<file path="src/rtl/evt_irq_pkg.sv">
package evt_irq_pkg;

    localparam int REG_W = 16;

    // Status bit positions (shared with the enable register where present)
    localparam int B_TX_DRAIN = 14;
    localparam int B_RX_DRAIN = 13;
    localparam int B_BUSY     = 12;
    localparam int B_RX_OVR   = 11;
    localparam int B_TX_UNDER = 10;
    localparam int B_SLV_ADDR = 9;
    localparam int B_GC_ZERO  = 8;
    localparam int B_TX_READY = 4;
    localparam int B_RX_READY = 3;
    localparam int B_ACC_RDY  = 2;
    localparam int B_NO_ACK   = 1;
    localparam int B_ARB_LOST = 0;

    localparam logic [REG_W-1:0] READY_MASK =
        (REG_W'(1) << B_TX_DRAIN) | (REG_W'(1) << B_RX_DRAIN) |
        (REG_W'(1) << B_TX_READY) | (REG_W'(1) << B_RX_READY);

    localparam logic [REG_W-1:0] ERROR_MASK =
        (REG_W'(1) << B_RX_OVR)   | (REG_W'(1) << B_TX_UNDER) |
        (REG_W'(1) << B_SLV_ADDR) | (REG_W'(1) << B_GC_ZERO)  |
        (REG_W'(1) << B_NO_ACK)   | (REG_W'(1) << B_ARB_LOST);

    localparam logic [REG_W-1:0] STICKY_MASK = READY_MASK | ERROR_MASK |
        (REG_W'(1) << B_ACC_RDY);

    localparam logic [REG_W-1:0] ENABLE_MASK = READY_MASK |
        (REG_W'(1) << B_ACC_RDY) | (REG_W'(1) << B_NO_ACK) |
        (REG_W'(1) << B_ARB_LOST);

    typedef enum logic {
        IRQ_QUIET  = 1'b0,
        IRQ_RAISED = 1'b1
    } irq_state_e;

    typedef struct packed {
        logic en_wr;
        logic st_wr;
        logic en_rd;
        logic st_rd;
        logic any_rd;
    } acc_dec_t;

endpackage

</file>
<file path="src/rtl/evt_irq_decode.sv">
module evt_irq_decode
    import evt_irq_pkg::*;
#(
    parameter int          ADDR_W  = 8,
    parameter logic [7:0]  OFS_EN  = 8'h04,
    parameter logic [7:0]  OFS_ST  = 8'h08
) (
    input  logic              sel,
    input  logic              wr,
    input  logic [ADDR_W-1:0] addr,
    output acc_dec_t          dec
);
    localparam logic [ADDR_W-1:0] A_EN = ADDR_W'(OFS_EN);
    localparam logic [ADDR_W-1:0] A_ST = ADDR_W'(OFS_ST);

    logic hit_en;
    logic hit_st;

    always_comb begin
        hit_en     = (addr == A_EN);
        hit_st     = (addr == A_ST);
        dec.en_wr  = sel &  wr & hit_en;
        dec.st_wr  = sel &  wr & hit_st;
        dec.en_rd  = sel & ~wr & hit_en;
        dec.st_rd  = sel & ~wr & hit_st;
        dec.any_rd = sel & ~wr;
    end

endmodule

</file>
<file path="src/rtl/evt_irq_status.sv">
module evt_irq_status
    import evt_irq_pkg::*;
#(
    parameter int               W       = REG_W,
    parameter logic [W-1:0]     STICKY  = STICKY_MASK,
    parameter int               BUSY_AT = B_BUSY
) (
    input  logic         clk,
    input  logic         rst_n,
    input  logic [W-1:0] set_i,
    input  logic         clr_en_i,
    input  logic [W-1:0] clr_bits_i,
    input  logic         busy_i,
    output logic [W-1:0] sticky_o,
    output logic [W-1:0] view_o
);
    logic [W-1:0] q;

    for (genvar i = 0; i < W; i++) begin : g_bit
        if (STICKY[i]) begin : g_sticky
            always_ff @(posedge clk or negedge rst_n) begin
                if (!rst_n)
                    q[i] <= 1'b0;
                else if (set_i[i])
                    q[i] <= 1'b1;
                else if (clr_en_i && clr_bits_i[i])
                    q[i] <= 1'b0;
            end


            set_wins_chk: assert property (@(posedge clk) disable iff (!rst_n)
                set_i[i] |=> q[i]);

            w1c_clear_chk: assert property (@(posedge clk) disable iff (!rst_n)
                (clr_en_i && clr_bits_i[i] && !set_i[i]) |=> !q[i]);

            hold_chk: assert property (@(posedge clk) disable iff (!rst_n)
                (!set_i[i] && !(clr_en_i && clr_bits_i[i])) |=> $stable(q[i]));
        end else begin : g_fixed
            assign q[i] = 1'b0;
        end
    end

    always_comb begin
        sticky_o = q;
        view_o   = q;
        view_o[BUSY_AT] = busy_i;
    end

endmodule

</file>
<file path="src/rtl/evt_irq_fsm.sv">
module evt_irq_fsm
    import evt_irq_pkg::*;
(
    input  logic clk,
    input  logic rst_n,
    input  logic pending_i,
    output logic irq_o
);
    irq_state_e state_q;
    irq_state_e state_d;

    always_ff @(posedge clk or negedge rst_n) begin
        if (!rst_n)
            state_q <= IRQ_QUIET;
        else
            state_q <= state_d;
    end

    always_comb begin
        state_d = state_q;
        unique case (state_q)
            IRQ_QUIET:  if (pending_i)  state_d = IRQ_RAISED;   // quiet_to_raised
            IRQ_RAISED: if (!pending_i) state_d = IRQ_QUIET;    // raised_to_quiet
            default:                    state_d = IRQ_QUIET;
        endcase
    end

    always_comb begin
        irq_o = (state_q == IRQ_RAISED);
    end


    irq_rise_chk: assert property (@(posedge clk) disable iff (!rst_n)
        pending_i |=> irq_o);

    irq_fall_chk: assert property (@(posedge clk) disable iff (!rst_n)
        !pending_i |=> !irq_o);

endmodule

</file>
<file path="src/rtl/evt_irq_ctrl.sv">
module evt_irq_ctrl
    import evt_irq_pkg::*;
#(
    parameter int         ADDR_W = 8,
    parameter int         W      = REG_W,
    parameter logic [7:0] OFS_EN = 8'h04,
    parameter logic [7:0] OFS_ST = 8'h08
) (
    input  logic              clk,
    input  logic              rst_n,
    input  logic              bus_sel,
    input  logic              bus_wr,
    input  logic [ADDR_W-1:0] bus_addr,
    input  logic [W-1:0]      bus_wdata,
    output logic [W-1:0]      bus_rdata,
    input  logic [W-1:0]      evt_set,
    input  logic              bus_busy_i,
    output logic              irq_o
);
    localparam logic [W-1:0] EN_KEEP = W'(ENABLE_MASK);

    acc_dec_t     dec;
    logic [W-1:0] en_q;
    logic [W-1:0] sticky;
    logic [W-1:0] view;
    logic [W-1:0] rd_mux;
    logic [W-1:0] rdata_q;
    logic         pending;

    evt_irq_decode #(
        .ADDR_W (ADDR_W),
        .OFS_EN (OFS_EN),
        .OFS_ST (OFS_ST)
    ) u_dec (
        .sel  (bus_sel),
        .wr   (bus_wr),
        .addr (bus_addr),
        .dec  (dec)
    );

    always_ff @(posedge clk or negedge rst_n) begin
        if (!rst_n)
            en_q <= '0;
        else if (dec.en_wr)
            en_q <= bus_wdata & EN_KEEP;
    end

    evt_irq_status #(
        .W       (W),
        .STICKY  (W'(STICKY_MASK)),
        .BUSY_AT (B_BUSY)
    ) u_status (
        .clk        (clk),
        .rst_n      (rst_n),
        .set_i      (evt_set),
        .clr_en_i   (dec.st_wr),
        .clr_bits_i (bus_wdata),
        .busy_i     (bus_busy_i),
        .sticky_o   (sticky),
        .view_o     (view)
    );

    always_comb begin
        pending = |(sticky & en_q);
    end

    evt_irq_fsm u_fsm (
        .clk       (clk),
        .rst_n     (rst_n),
        .pending_i (pending),
        .irq_o     (irq_o)
    );

    always_comb begin
        rd_mux = '0;
        if (dec.en_rd)
            rd_mux = en_q;
        else if (dec.st_rd)
            rd_mux = view;
    end

    always_ff @(posedge clk or negedge rst_n) begin
        if (!rst_n)
            rdata_q <= '0;
        else if (dec.any_rd)
            rdata_q <= rd_mux;
        else
            rdata_q <= '0;
    end

    assign bus_rdata = rdata_q;


    enable_write_chk: assert property (@(posedge clk) disable iff (!rst_n)
        dec.en_wr |=> (en_q == ($past(bus_wdata) & EN_KEEP)));

    enable_hold_chk: assert property (@(posedge clk) disable iff (!rst_n)
        !dec.en_wr |=> $stable(en_q));

    rdata_idle_chk: assert property (@(posedge clk) disable iff (!rst_n)
        !(bus_sel && !bus_wr) |=> (bus_rdata == '0));

    rdata_other_chk: assert property (@(posedge clk) disable iff (!rst_n)
        (bus_sel && !bus_wr && !dec.en_rd && !dec.st_rd) |=> (bus_rdata == '0));

endmodule

</file>
<file path="config.mk">
export PLATFORM = sky130hd
export DESIGN_NAME = evt_irq_ctrl
export DESIGN_NICKNAME = d
export VERILOG_FILES = /design/src/rtl/evt_irq_pkg.sv /design/src/rtl/evt_irq_decode.sv /design/src/rtl/evt_irq_status.sv /design/src/rtl/evt_irq_fsm.sv /design/src/rtl/evt_irq_ctrl.sv
export SDC_FILE = /design/constraint.sdc
export NUM_CORES = 1
export LEC_CHECK = 0
export BUFFER_PORTS_ARGS = -buffer_cell sky130_fd_sc_hd__buf_2
export CAP_MARGIN = 20
export CORE_MARGIN = 2
export CORE_UTILIZATION = 35
export CTS_CLUSTER_DIAMETER = 30
export DETAILED_ROUTE_END_ITERATION = 10
export GPL_TIMING_DRIVEN = 0
export PLACE_DENSITY = 0.67
export SLEW_MARGIN = 20
export SYNTH_ARGS = -nofsm -noshare
export SYNTH_HDL_FRONTEND = slang
export SYNTH_SLANG_ARGS = --single-unit
</file>
<file path="constraint.sdc">
create_clock -name clk -period 1.1 [get_ports clk]
set_input_delay 0.22 -clock clk [delete_from_list [all_inputs] [get_ports clk]]
set_output_delay 0.22 -clock clk [all_outputs]
set_load 0.01 [all_outputs]
</file>
# == Yosys cells after proc, flatten, opt, wreduce, memory -nomap -nowiden ==
# Index checks and enable logic that the tools add are counted.
# W data, S select, Z words.
# classes
muxes,26
n_reduce_logical,23
n_eq_ne,2
bitwise_logic,8
# op_table
cell,count
$mux W16,2
$mux W1,23
$reduce_bool A2 Y1,11
$reduce_or A16 Y1,1
$and A15 B15 Y15,1
$mux W15,1
$logic_and A1 B1 Y1,11
$eq A8 B3 Y1 const B,1
$eq A8 B4 Y1 const B,1
$and A1 B1 Y1,6
$not A1 Y1,1
# totals
wordCells,73
regBits,35
inputBits,45

# == Logic depth before layout (Yosys ltp) ==
# Gate-level depths: netlist of run 1.
# logic_depth
word_depth,6
mapped_depth,6
ltp_nobuf,3

# == Modules after synthesis ==
# A second synthesis of run 1 with hierarchy kept.
# hier_totals
hier_cells,136
area_unflattened_um2,1565.3
# by_module_without_submodules
module,area_each_um2,n_inst,cells_each
evt_irq_ctrl,900.9,1,69
evt_irq_status,571.8,1,56
evt_irq_decode,67.6,1,10
evt_irq_fsm,25.0,1,1

# == Worst setup path after synthesis of run 1 ==
# Ideal clock, no wire load.
# synth_path
kind,input to register
from,input bus_addr[3]
to,register en_q[0]
n_path_buf,1
stages,4
arrival_ps,1063
setup_slack_ps,-88
required_time_ps,975
cell_sequence,and2b_2 buf_2 nand4_2 mux2_2
# synth_between
elab_chain_len,2
# synth_rtl
item,line_no,rtl
"start, declared",evt_irq_ctrl.sv:13,"input logic [ADDR_W-1:0] bus_addr,"
$eq A8 B3 Y1,evt_irq_decode.sv:20,hit_en = (addr == A_EN);
$and A1 B1 Y1,evt_irq_decode.sv:22,dec.en_wr = sel & wr & hit_en;
"end signal, assigned",evt_irq_ctrl.sv:45,en_q <= bus_wdata & EN_KEEP;
"end, declared",evt_irq_ctrl.sv:23,logic [W-1:0] en_q;
# Every way passes these cells.
# A chain may end at the register's enable or synchronous reset.

# == Worst setup path after layout of run 1 ==
# layout_path
from,input bus_addr[3]
to,register en_q[14]
# The elaborated chain is that of the path after synthesis.

==> impl_metrics.env, run 1 <==
export IMPL_max_stage_delay_ns=0.32
export IMPL_power_leakage_nw=0.914
export IMPL_synth_avg_cell_area_um2=11.7
export IMPL_clock_sinks=31
export IMPL_path_common_cell="buf_2"
export IMPL_dp_cells=211
export IMPL_antenna_found_initial=0
export IMPL_fin_cells=220
export IMPL_rsz0062_at_grt="true"
export IMPL_num_fill_cells=314
export IMPL_status="completed"
export IMPL_gp_congestion=0.818
export IMPL_endpoint_kind="flip-flop"
export IMPL_htreeDepth=2
export IMPL_syn2layout_area_growth_pct=42.2
export IMPL_cts_setup_buffers=0
export IMPL_netlist_instances=113
export IMPL_cp_cell_sequence="buf_2 -> and2b_2 -> buf_2 -> nand4_4 -> mux2_2"
export IMPL_via_per_inst=4.82
export IMPL_grt_start_max_net_pins=32
export IMPL_synthesis_area_um2=1330
export IMPL_die_x_um=65.6
export IMPL_cts_tree="done"
export IMPL_final_hold_violation_count=0
export IMPL_switching_power_w=0.000518
export IMPL_ys_ff_latch=31
export IMPL_n_antenna_cell=0
export IMPL_period_share=0.973
export IMPL_clockBufferDepth=2
export IMPL_drive_above_1_share=0.523
export IMPL_path_clk_slew_ns=0.06
export IMPL_first_iter_violations=55
export IMPL_setup_viol=0
export IMPL_cp_arrival_ns=1.23
export IMPL_first_pass_iters=4
export IMPL_die_h_um=65.6
export IMPL_final_core_utilization=0.515
export IMPL_total_power_w=0.00234
export IMPL_fp_row_count=22
export IMPL_routed_wirelength_mm=3.01
export IMPL_path_max_fanout=8
export IMPL_ys_types=21
export IMPL_layout_common_cells="buf_2, dfrtp_1, nor2_1, inv_1, a41oi_2"
export IMPL_maxSlewViolCount=0
export IMPL_clk_latency_ns=0.28
export IMPL_hp_class="input pin to flip-flop"
export IMPL_seqPwrFrac=0.496
export IMPL_fin_tns_setup_ns=0
export IMPL_power_frac_clock=0.411
export IMPL_critPathSlowestCell="mux2_2"
export IMPL_drv_cap=0
export IMPL_overflow=0
export IMPL_mostFrequentLayoutCell="buf_2"
export IMPL_period_minus_slack_ns=1.07
export IMPL_intPower_w=0.00182
export IMPL_final_nets=216
export IMPL_root_buffer="clkbuf_8"
export IMPL_max_freq_ghz=0.934
export IMPL_core_area_um2=3660
export IMPL_num_io_pins=62
export IMPL_grt_pass1_vias=1026
export IMPL_irDropWorstVdd_mv=0.463
export IMPL_clock_skew_ns=0.00465
export IMPL_numCtsBuffers=5
export IMPL_sw_frac_of_total=0.221
export IMPL_numPortBuffers=47
export IMPL_p_per_area_nw_per_um2=1240
export IMPL_hpwl_mm=2.09
export IMPL_grt_pass1_wl_mm=4.57
export IMPL_synth_warnings=0
export IMPL_power_frac_comb=0.094
export IMPL_wire_per_inst_um=13.7
export IMPL_yosysSeqAreaShare=0.585
export IMPL_ant_nets=0
export IMPL_vias=1060
export IMPL_worstPathRequired_ns=1.26
export IMPL_drc=0
export IMPL_start_kind="input pin"
export IMPL_die_area_um2=4300
export IMPL_track_usage=0.143
export IMPL_start_util=0.362
export IMPL_criticalPathCategory="input pin to flip-flop"
## cells by family after synthesis
| group | Yosys count | share of synthesized area |
|---|---|---|
| AOI/OAI and AO/OA | 21 | 0.131 |
| muxes | 7 | 0.0594 |
| and+or+nand+nor | 33 | 0.141 |
| buffers and inverters | 20 | 0.0811 |
| DFF | 31 | 0.585 |
| other | 1 | 0.00283 |
## worst paths after layout
path                                            start                    end  slack [ns]  cells past startpoint
min in group asynchronous                       rst_n          bus_rdata[12]        0.44                      2
worst min register to register                en_q[0]                en_q[0]        0.54                      1
worst max register to register  u_status.sticky_o[13]            u_fsm.irq_o        0.07                      2
worst min-delay path                    bus_wdata[11]  u_status.sticky_o[11]        0.14                      2
worst max-delay path                      bus_addr[3]               en_q[14]        0.03                      5
max in group asynchronous                       rst_n   u_status.sticky_o[3]        0.37                      2
## per-layer routing
| layer | vias to the layer above | part of all wire | GRT usage | routed length, um |
|---|---|---|---|---|
| met4 | 0 | 0.020 | 0.0703 | 59 |
| li1 | 506 | - | - | - |
| met5 | - | 0 | 0 | 0 |
| met1 | 504 | 0.43 | 0.164 | 1300 |
| met3 | 6 | 0.075 | 0.0514 | 226 |
| met2 | 44 | 0.47 | 0.235 | 1430 |
## per-stage QoR
step           setup WS [ns]  hold slack, ns  area, um^2
6_report              0.0293           0.143        1890
5_1_grt              -0.0216           0.140        1890
4_1_cts             0.000641           0.125        1760
3_5_place_dp          -0.348           0.289        1660
3_3_place_gp          -0.345           0.274        1660
2_1_floorplan        -0.0879         -0.0756        1360
## power by group through the flow
stage | combinational, W | clock (W) | sequential (W)
after detailed placement | 0.000198 | 0 | 0.00118
after CTS | 0.000203 | 0.000992 | 0.00116
after global routing | 0.000244 | 0.00105 | 0.00116
after global placement | 0.000192 | 0 | 0.00118
after floorplan | 0.0000789 | 0 | 0.00118
final | 0.000220 | 0.000961 | 0.00116
## synth_stat cells (all sizes together)
library cell / number / share of area
nor2: 19 / 0.054
conb: 1 / 0.0028
inv: 11 / 0.031
nand4: 1 / 0.0094
a22oi: 9 / 0.051
buf: 7 / 0.043
and2b: 1 / 0.0066
nand3: 2 / 0.0075
nor2b: 2 / 0.0094
clkbuf: 2 / 0.0066
nor4: 1 / 0.016
a222oi: 1 / 0.0075
mux2: 7 / 0.059
a41oi: 11 / 0.073
and3: 6 / 0.033
dfrtp: 31 / 0.58
and2: 1 / 0.0047
## registers in the layout, indices dropped and copies added, names as in the netlist
register           flops
u_fsm.irq_o            1
bus_rdata             12
en_q                   7
u_status.sticky_o     11
## worst max-delay path, delay by kind of cell
kind	cells	cell delay [ns]
buffers and inverters	2	0.30
and+or+nand+nor	2	0.38
muxes	1	0.32
## final cells by class
type	count	area, um^2	area share
clock buffers	8	100	0.0531
plain buffers	8	65.1	0.0345
multi-input cells	65	558	0.296
well taps	48	60.1	0.0319
repair buffers	49	285	0.151
inverters	11	41.3	0.0219
flip-flops and latches	31	776	0.411
## timing repair
item                                    4_1_cts  5_1_grt
endpoints found under the setup margin       17       52
pin swaps                                     0       12
hold endpoints to repair                     31        0
cloned                                        0        1
gates resized for setup                       1       18
hold buffers                                  1        0
(Power assumes the default switching activity.)
==> run 2: changes to the inputs <==
CORE_UTILIZATION = 45   (was 35)
CTS_BUF_LIST = sky130_fd_sc_hd__clkbuf_2   (was default)
PLACE_DENSITY = 0.82   (was 0.67)
==> run 2 against run 1 <==
Against the previous run: the run now ends with negative setup slack left; global-route usage increased by 3.6 points; via count is 0.94% lower; maximum frequency down 2.9%; wire length is 12% lower; clock power decreased by 49%; non-clock buffer count shrank 1; power fell by 21%; combinational power down 11%; count of clock-buffer cells in the layout shrank 3; cell area is 11% lower; hold slack got worse by 0.096 ns; core utilization is 8.6 points higher; critical path type is now flip-flop to primary output; critical endpoint is now bus_rdata[10]; largest cell class unchanged; largest power group unchanged.
==> impl_metrics.env, run 2 (synthesis gave the netlist of run 1 again) <==
export IMPL_irDropWorstVdd_mv=0.858
export IMPL_criticalPathCategory="flip-flop to primary output"
export IMPL_vias=1050
export IMPL_cp_cell_sequence="buf_2"
export IMPL_dp_slack_ns=-0.360
export IMPL_total_power_w=0.00184
export IMPL_setup_viol=2
export IMPL_hp_class="input pin to flip-flop"
export IMPL_grt_pass1_wl_mm=4.42
export IMPL_clockBufferDepth=2
export IMPL_worstPathRequired_ns=0.88
export IMPL_n_antenna_cell=0
export IMPL_max_freq_ghz=0.907
export IMPL_die_area_um2=3400
export IMPL_largest_register_ffs=12
export IMPL_fin_tns_setup_ns=-0.00308
export IMPL_setup_slack_ns=-0.00253
export IMPL_track_usage=0.178
export IMPL_ant_nets=0
export IMPL_worstMarginPinSlew_ns=0.634
export IMPL_die_x_um=58.3
export IMPL_maxSlewViolCount=0
export IMPL_cts_tree="done"
export IMPL_clock_skew_ns=0.00375
export IMPL_first_iter_violations=28
export IMPL_rsz0062_at_grt="true"
export IMPL_via_per_inst=5.22
export IMPL_cts_setup_buffers=0
export IMPL_fp_row_count=19
export IMPL_drv_cap=0
export IMPL_routed_wirelength_mm=2.66
export IMPL_overflow=0
export IMPL_mostFrequentLayoutCell="buf_2"
export IMPL_drc=0
export IMPL_cp_top_family="flip-flops"
export IMPL_layout_common_cells="buf_2, dfrtp_1, nor2_1, inv_1, a22oi_1"
export IMPL_status="complete, but fails checks"
export IMPL_hpwl_mm=2.11
export IMPL_cp_arrival_ns=0.88
export IMPL_root_buffer="clkbuf_2"
export IMPL_num_fill_cells=221
export IMPL_start_util=0.477
export IMPL_htreeDepth=2
export IMPL_core_area_um2=2780
export IMPL_period_minus_slack_ns=1.10
export IMPL_path_clk_slew_ns=0.14
export IMPL_period_share=1.00
export IMPL_clk_latency_ns=0.35
export IMPL_numCtsBuffers=5
export IMPL_path_buf_inv=1
export IMPL_drive_above_1_share=0.459
export IMPL_num_io_pins=62
export IMPL_power_leakage_nw=0.868
export IMPL_path_max_fanout=1
export IMPL_dp_cells=194
export IMPL_clock_sinks=31
export IMPL_start_kind="flip-flop"
export IMPL_first_pass_iters=4
export IMPL_antenna_found_initial=0
export IMPL_final_nets=215
export IMPL_max_stage_delay_ns=0.40
export IMPL_endpoint_kind="primary output"
export IMPL_max_slew_margin=0.577
export IMPL_numPortBuffers=47
export IMPL_p_per_area_nw_per_um2=1100
export IMPL_grt_start_max_net_pins=32
export IMPL_die_h_um=58.3
export IMPL_violations="negative setup slack"
export IMPL_grt_pass1_vias=1099
export IMPL_syn2layout_area_growth_pct=26.1
export IMPL_wire_per_inst_um=13.3
export IMPL_gp_congestion=0.808
export IMPL_fin_cells=201
export IMPL_critPathSlowestCell="dfrtp_1"
export IMPL_final_hold_violation_count=0
-- run 2: metal layers --
layer / GRT usage / vias up / part of all wire
met3: 0.0418 / 7 / 0.055
met1: 0.195 / 505 / 0.41
met5: 0 / - / 0
met4: 0.120 / 0 / 0.029
li1: - / 503 / -
met2: 0.307 / 35 / 0.50
-- run 2: repair_timing --
item,4_1_cts,5_1_grt
pin swaps,0,2
hold buffers,1,0
endpoints found under the hold margin,31,0
resized for setup,0,1
setup endpoints to repair,11,14
-- run 2: stage by stage --
stage               hold slack [ns]  area (um^2)  utilization
floorplan                   -0.0756         1360            -
global placement              0.267         1630        0.587
detailed placement            0.290         1630        0.587
CTS                          0.0381         1680        0.603
global route                 0.0211         1670        0.601
finish                       0.0473         1670        0.601
-- run 2: worst paths after layout --
path / from / end / slack (ns) / depth (start not counted)
min in group asynchronous: rst_n / u_status.sticky_o[9] / 0.40 / 2
worst min-delay path: bus_wdata[9] / u_status.sticky_o[9] / 0.05 / 2
worst max-delay path: bus_rdata[10] / bus_rdata[10] / -0.003 / 1
worst max register to register: en_q[13] / u_fsm.irq_o / 0.06 / 2
worst min register to register: u_status.sticky_o[8] / bus_rdata[8] / 0.55 / 1
max in group asynchronous: rst_n / u_status.sticky_o[2] / 0.29 / 2
-- run 2: layout make-up --
class	instances	area, um^2	share of cell area
clock inverters	2	8.76	0.00524
multi-input cells	65	477	0.285
repair buffers	48	251	0.150
clock buffers	5	25.0	0.0150
flip-flops and latches	31	776	0.464
inverters	11	41.3	0.0247
well taps	31	38.8	0.0232
plain buffers	8	55.1	0.0329
-- run 2: where the power goes --
| group | total, W | switching, W | internal (W) | leakage (nW) |
|---|---|---|---|---|
| Sequential | 0.00116 | 0.00000697 | 0.00115 | 0.374 |
| Clock | 0.000489 | 0.000355 | 0.000134 | 0.0262 |
| Combinational | 0.000196 | 0.000104 | 0.0000919 | 0.468 |
| Total | 0.00184 | 0.000466 | 0.00138 | 0.868 |
==> run 3: changes to the inputs <==
--- a/config.mk
+++ b/config.mk
@@ -15,3 +15,3 @@
 export GPL_TIMING_DRIVEN = 0
-export PLACE_DENSITY = 0.82
+export PLACE_DENSITY = 0.79
 export SLEW_MARGIN = 20
@@ -19,2 +19,3 @@
 export SYNTH_HDL_FRONTEND = slang
+export SYNTH_HIERARCHICAL = 1
 export SYNTH_SLANG_ARGS = --single-unit
==> constraint.sdc (replaced) <==
create_clock -name clk -period 1.1 [get_ports clk]
set_input_delay 0.11 -clock clk [delete_from_list [all_inputs] [get_ports clk]]
set_output_delay 0.11 -clock clk [all_outputs]
set_load 0.01 [all_outputs]
==> run 3 against run 2 <==
Against the previous run: the flow still finishes with violations (negative setup slack); wire length increased by 37%; setup slack got worse by 0.14 ns; clock power increased by 61%; flip-flop and latch count increased by 4; cell area increased by 38%; power increased by 26%; core utilization increased by 9.6 points; clock skew increased by 0.0055 ns; critical path type is now input pin to flip-flop; maximum frequency decreased by 11%; largest power group unchanged; highest routed layer unchanged; global-route usage increased by 1.9 points; register-to-register slack got worse by 0.04 ns; count of clock-buffer cells in the layout unchanged.
==> impl_metrics.env, run 3 <==
export IMPL_status="complete, but fails checks"
export IMPL_violations="negative setup slack"
export IMPL_path_clk_slew_ns=0.17
export IMPL_htreeDepth=2
export IMPL_period_share=1.13
export IMPL_start_kind="input pin"
export IMPL_fin_tns_setup_ns=-1.66
export IMPL_max_stage_delay_ns=0.58
export IMPL_layout_common_cells="buf_2, dfrtp_1, dlygate4sd3_1, buf_4, nand2_1"
export IMPL_antenna_found_initial=0
export IMPL_routed_wl_met2_mm=2.05
export IMPL_max_slew_margin=0.508
export IMPL_r2r_start="u_status/sticky_o[4]"
export IMPL_fp_row_count=21
export IMPL_routed_wirelength_mm=3.65
export IMPL_drv_cap=0
export IMPL_ant_nets=0
export IMPL_total_power_w=0.00233
export IMPL_crit_start="bus_addr[6]"
export IMPL_irDropWorstVdd_mv=0.792
export IMPL_wl_met3_um=156
export IMPL_setup_viol=28
export IMPL_path_max_fanout=5
export IMPL_first_pass_iters=4
export IMPL_grt_pass1_vias=1343
export IMPL_worstPathRequired_ns=1.37
export IMPL_netlist_instances=131
export IMPL_hp_class="input pin to flip-flop"
export IMPL_syn2layout_area_growth_pct=51.1
export IMPL_num_io_pins=62
export IMPL_holdWs_ns=0.125
export IMPL_dr_max_layer_used="met4"
export IMPL_mostFrequentLayoutCell="buf_2"
export IMPL_multi_input_area_um2=602
export IMPL_final_core_utilization=0.697
export IMPL_clk_latency_ns=0.36
export IMPL_numCtsBuffers=5
export IMPL_p_per_area_nw_per_um2=1010
export IMPL_grt_start_max_net_pins=36
export IMPL_clock_skew_ns=0.00920
export IMPL_criticalPathCategory="input pin to flip-flop"
export IMPL_core_area_um2=3310
export IMPL_worstMarginPinSlew_ns=0.738
export IMPL_overflow=0
export IMPL_clock_sinks=35
export IMPL_maxSlewViolCount=0
export IMPL_hpwl_mm=2.29
export IMPL_start_util=0.461
export IMPL_rsz0062_at_grt="true"
export IMPL_clockBufferDepth=2
export IMPL_largest_register_ffs=16
export IMPL_die_area_um2=3880
export IMPL_vias=1242
export IMPL_power_leakage_nw=1.13
export IMPL_synthesis_area_um2=1530
export IMPL_reg2regPathDepth=2
export IMPL_final_hold_violation_count=0
export IMPL_grt_pass1_wl_mm=5.95
export IMPL_synth_avg_cell_area_um2=11.7
export IMPL_wire_per_inst_um=13.6
export IMPL_gp_congestion=0.702
export IMPL_period_minus_slack_ns=1.24
export IMPL_setup_slack_ns=-0.145
export IMPL_endpoint_kind="flip-flop"
export IMPL_path_buf_inv=1
export IMPL_via_per_inst=4.63
export IMPL_numPortBuffers=50
export IMPL_first_iter_violations=21
export IMPL_final_nets=266
export IMPL_critPathSlowestCell="or4_4"
export IMPL_track_usage=0.198
export IMPL_cp_top_family="simple AND/OR/NAND/NOR gates"
export IMPL_drt_met1_wl_mm=1.41
export IMPL_die_h_um=62.3
export IMPL_cp_cell_sequence="buf_6 -> or4_4 -> nor3_4 -> and2b_4 -> and3_1"
export IMPL_die_x_um=62.3
export IMPL_root_buffer="clkbuf_2"
export IMPL_reg2reg_slack_ns=0.02
export IMPL_r2r_end="u_fsm/irq_o"
export IMPL_n_antenna_cell=0
export IMPL_cp_arrival_ns=1.51
export IMPL_seq_area_um2=876
export IMPL_synth_warnings=6
export IMPL_endpoint="bus_rdata[8]"
export IMPL_num_fill_cells=258
export IMPL_drive_above_1_share=0.473
export IMPL_max_freq_ghz=0.803
export IMPL_cts_tree="done"
export IMPL_path_depth=5
export IMPL_drc=0
## run 3: worst reg2reg max path: cells and delay by family (launching register included)
family	cells	cell delay, ns
AND/OR/NAND/NOR	1	0.12
flip-flops	1	0.45
AO/OA/AOI/OAI	1	0.40
## run 3: through the flow
| stage | instances | setup slack, ns | area [um^2] |
|---|---|---|---|
| detailed placement | 230 | -0.588 | 1890 |
| global placement | 230 | -0.520 | 1890 |
| finish | 268 | -0.145 | 2310 |
| global route | 268 | -0.128 | 2310 |
| CTS | 265 | -0.0717 | 2240 |
| floorplan | 134 | -0.297 | 1580 |
## run 3: layout make-up
type / count / area share
sequential: 35 / 0.379
buffer: 21 / 0.0715
timing repair buffer: 79 / 0.236
tap: 46 / 0.0249
clock inverter: 3 / 0.0168
multi-input combinational: 79 / 0.261
clock buffer: 5 / 0.0108
## run 3: routing by layer
layer | GRT usage | vias up
li1 | - | 616
met5 | 0 | -
met3 | 0.0634 | 4
met4 | 0.0833 | 0
met2 | 0.363 | 30
met1 | 0.208 | 592
## run 3: how the worst min path moves through the flow
| stage | cells past startpoint | slack, ns | endpoint | from |
|---|---|---|---|---|
| detailed placement | 1 | 0.22 | bus_rdata[6] | rst_n |
| global route | 3 | 0.09 | bus_rdata[1] | bus_wr |
| floorplan | 0 | -0.19 | bus_rdata[0] | rst_n |
| CTS | 3 | 0.1 | bus_rdata[3] | bus_wr |
| finish | 3 | 0.13 | bus_rdata[1] | bus_wr |
| global placement | 1 | 0.20 | bus_rdata[15] | rst_n |
## run 3: what timing repair did
item	in CTS	in global routing
hold endpoints to repair	54	0
setup endpoints to repair	29	30
gates cloned	1	1
resized for setup	6	13
pin swaps	3	12
hold buffers	24	0
buffers inserted	2	2
## run 3: power breakdown
group | switching, W | total (W) | leakage [nW] | internal (W)
combinational | 0.0000953 | 0.000238 | 0.654 | 0.000143
sequential | 0.00000722 | 0.00131 | 0.430 | 0.00130
clock | 0.000410 | 0.000785 | 0.0404 | 0.000374
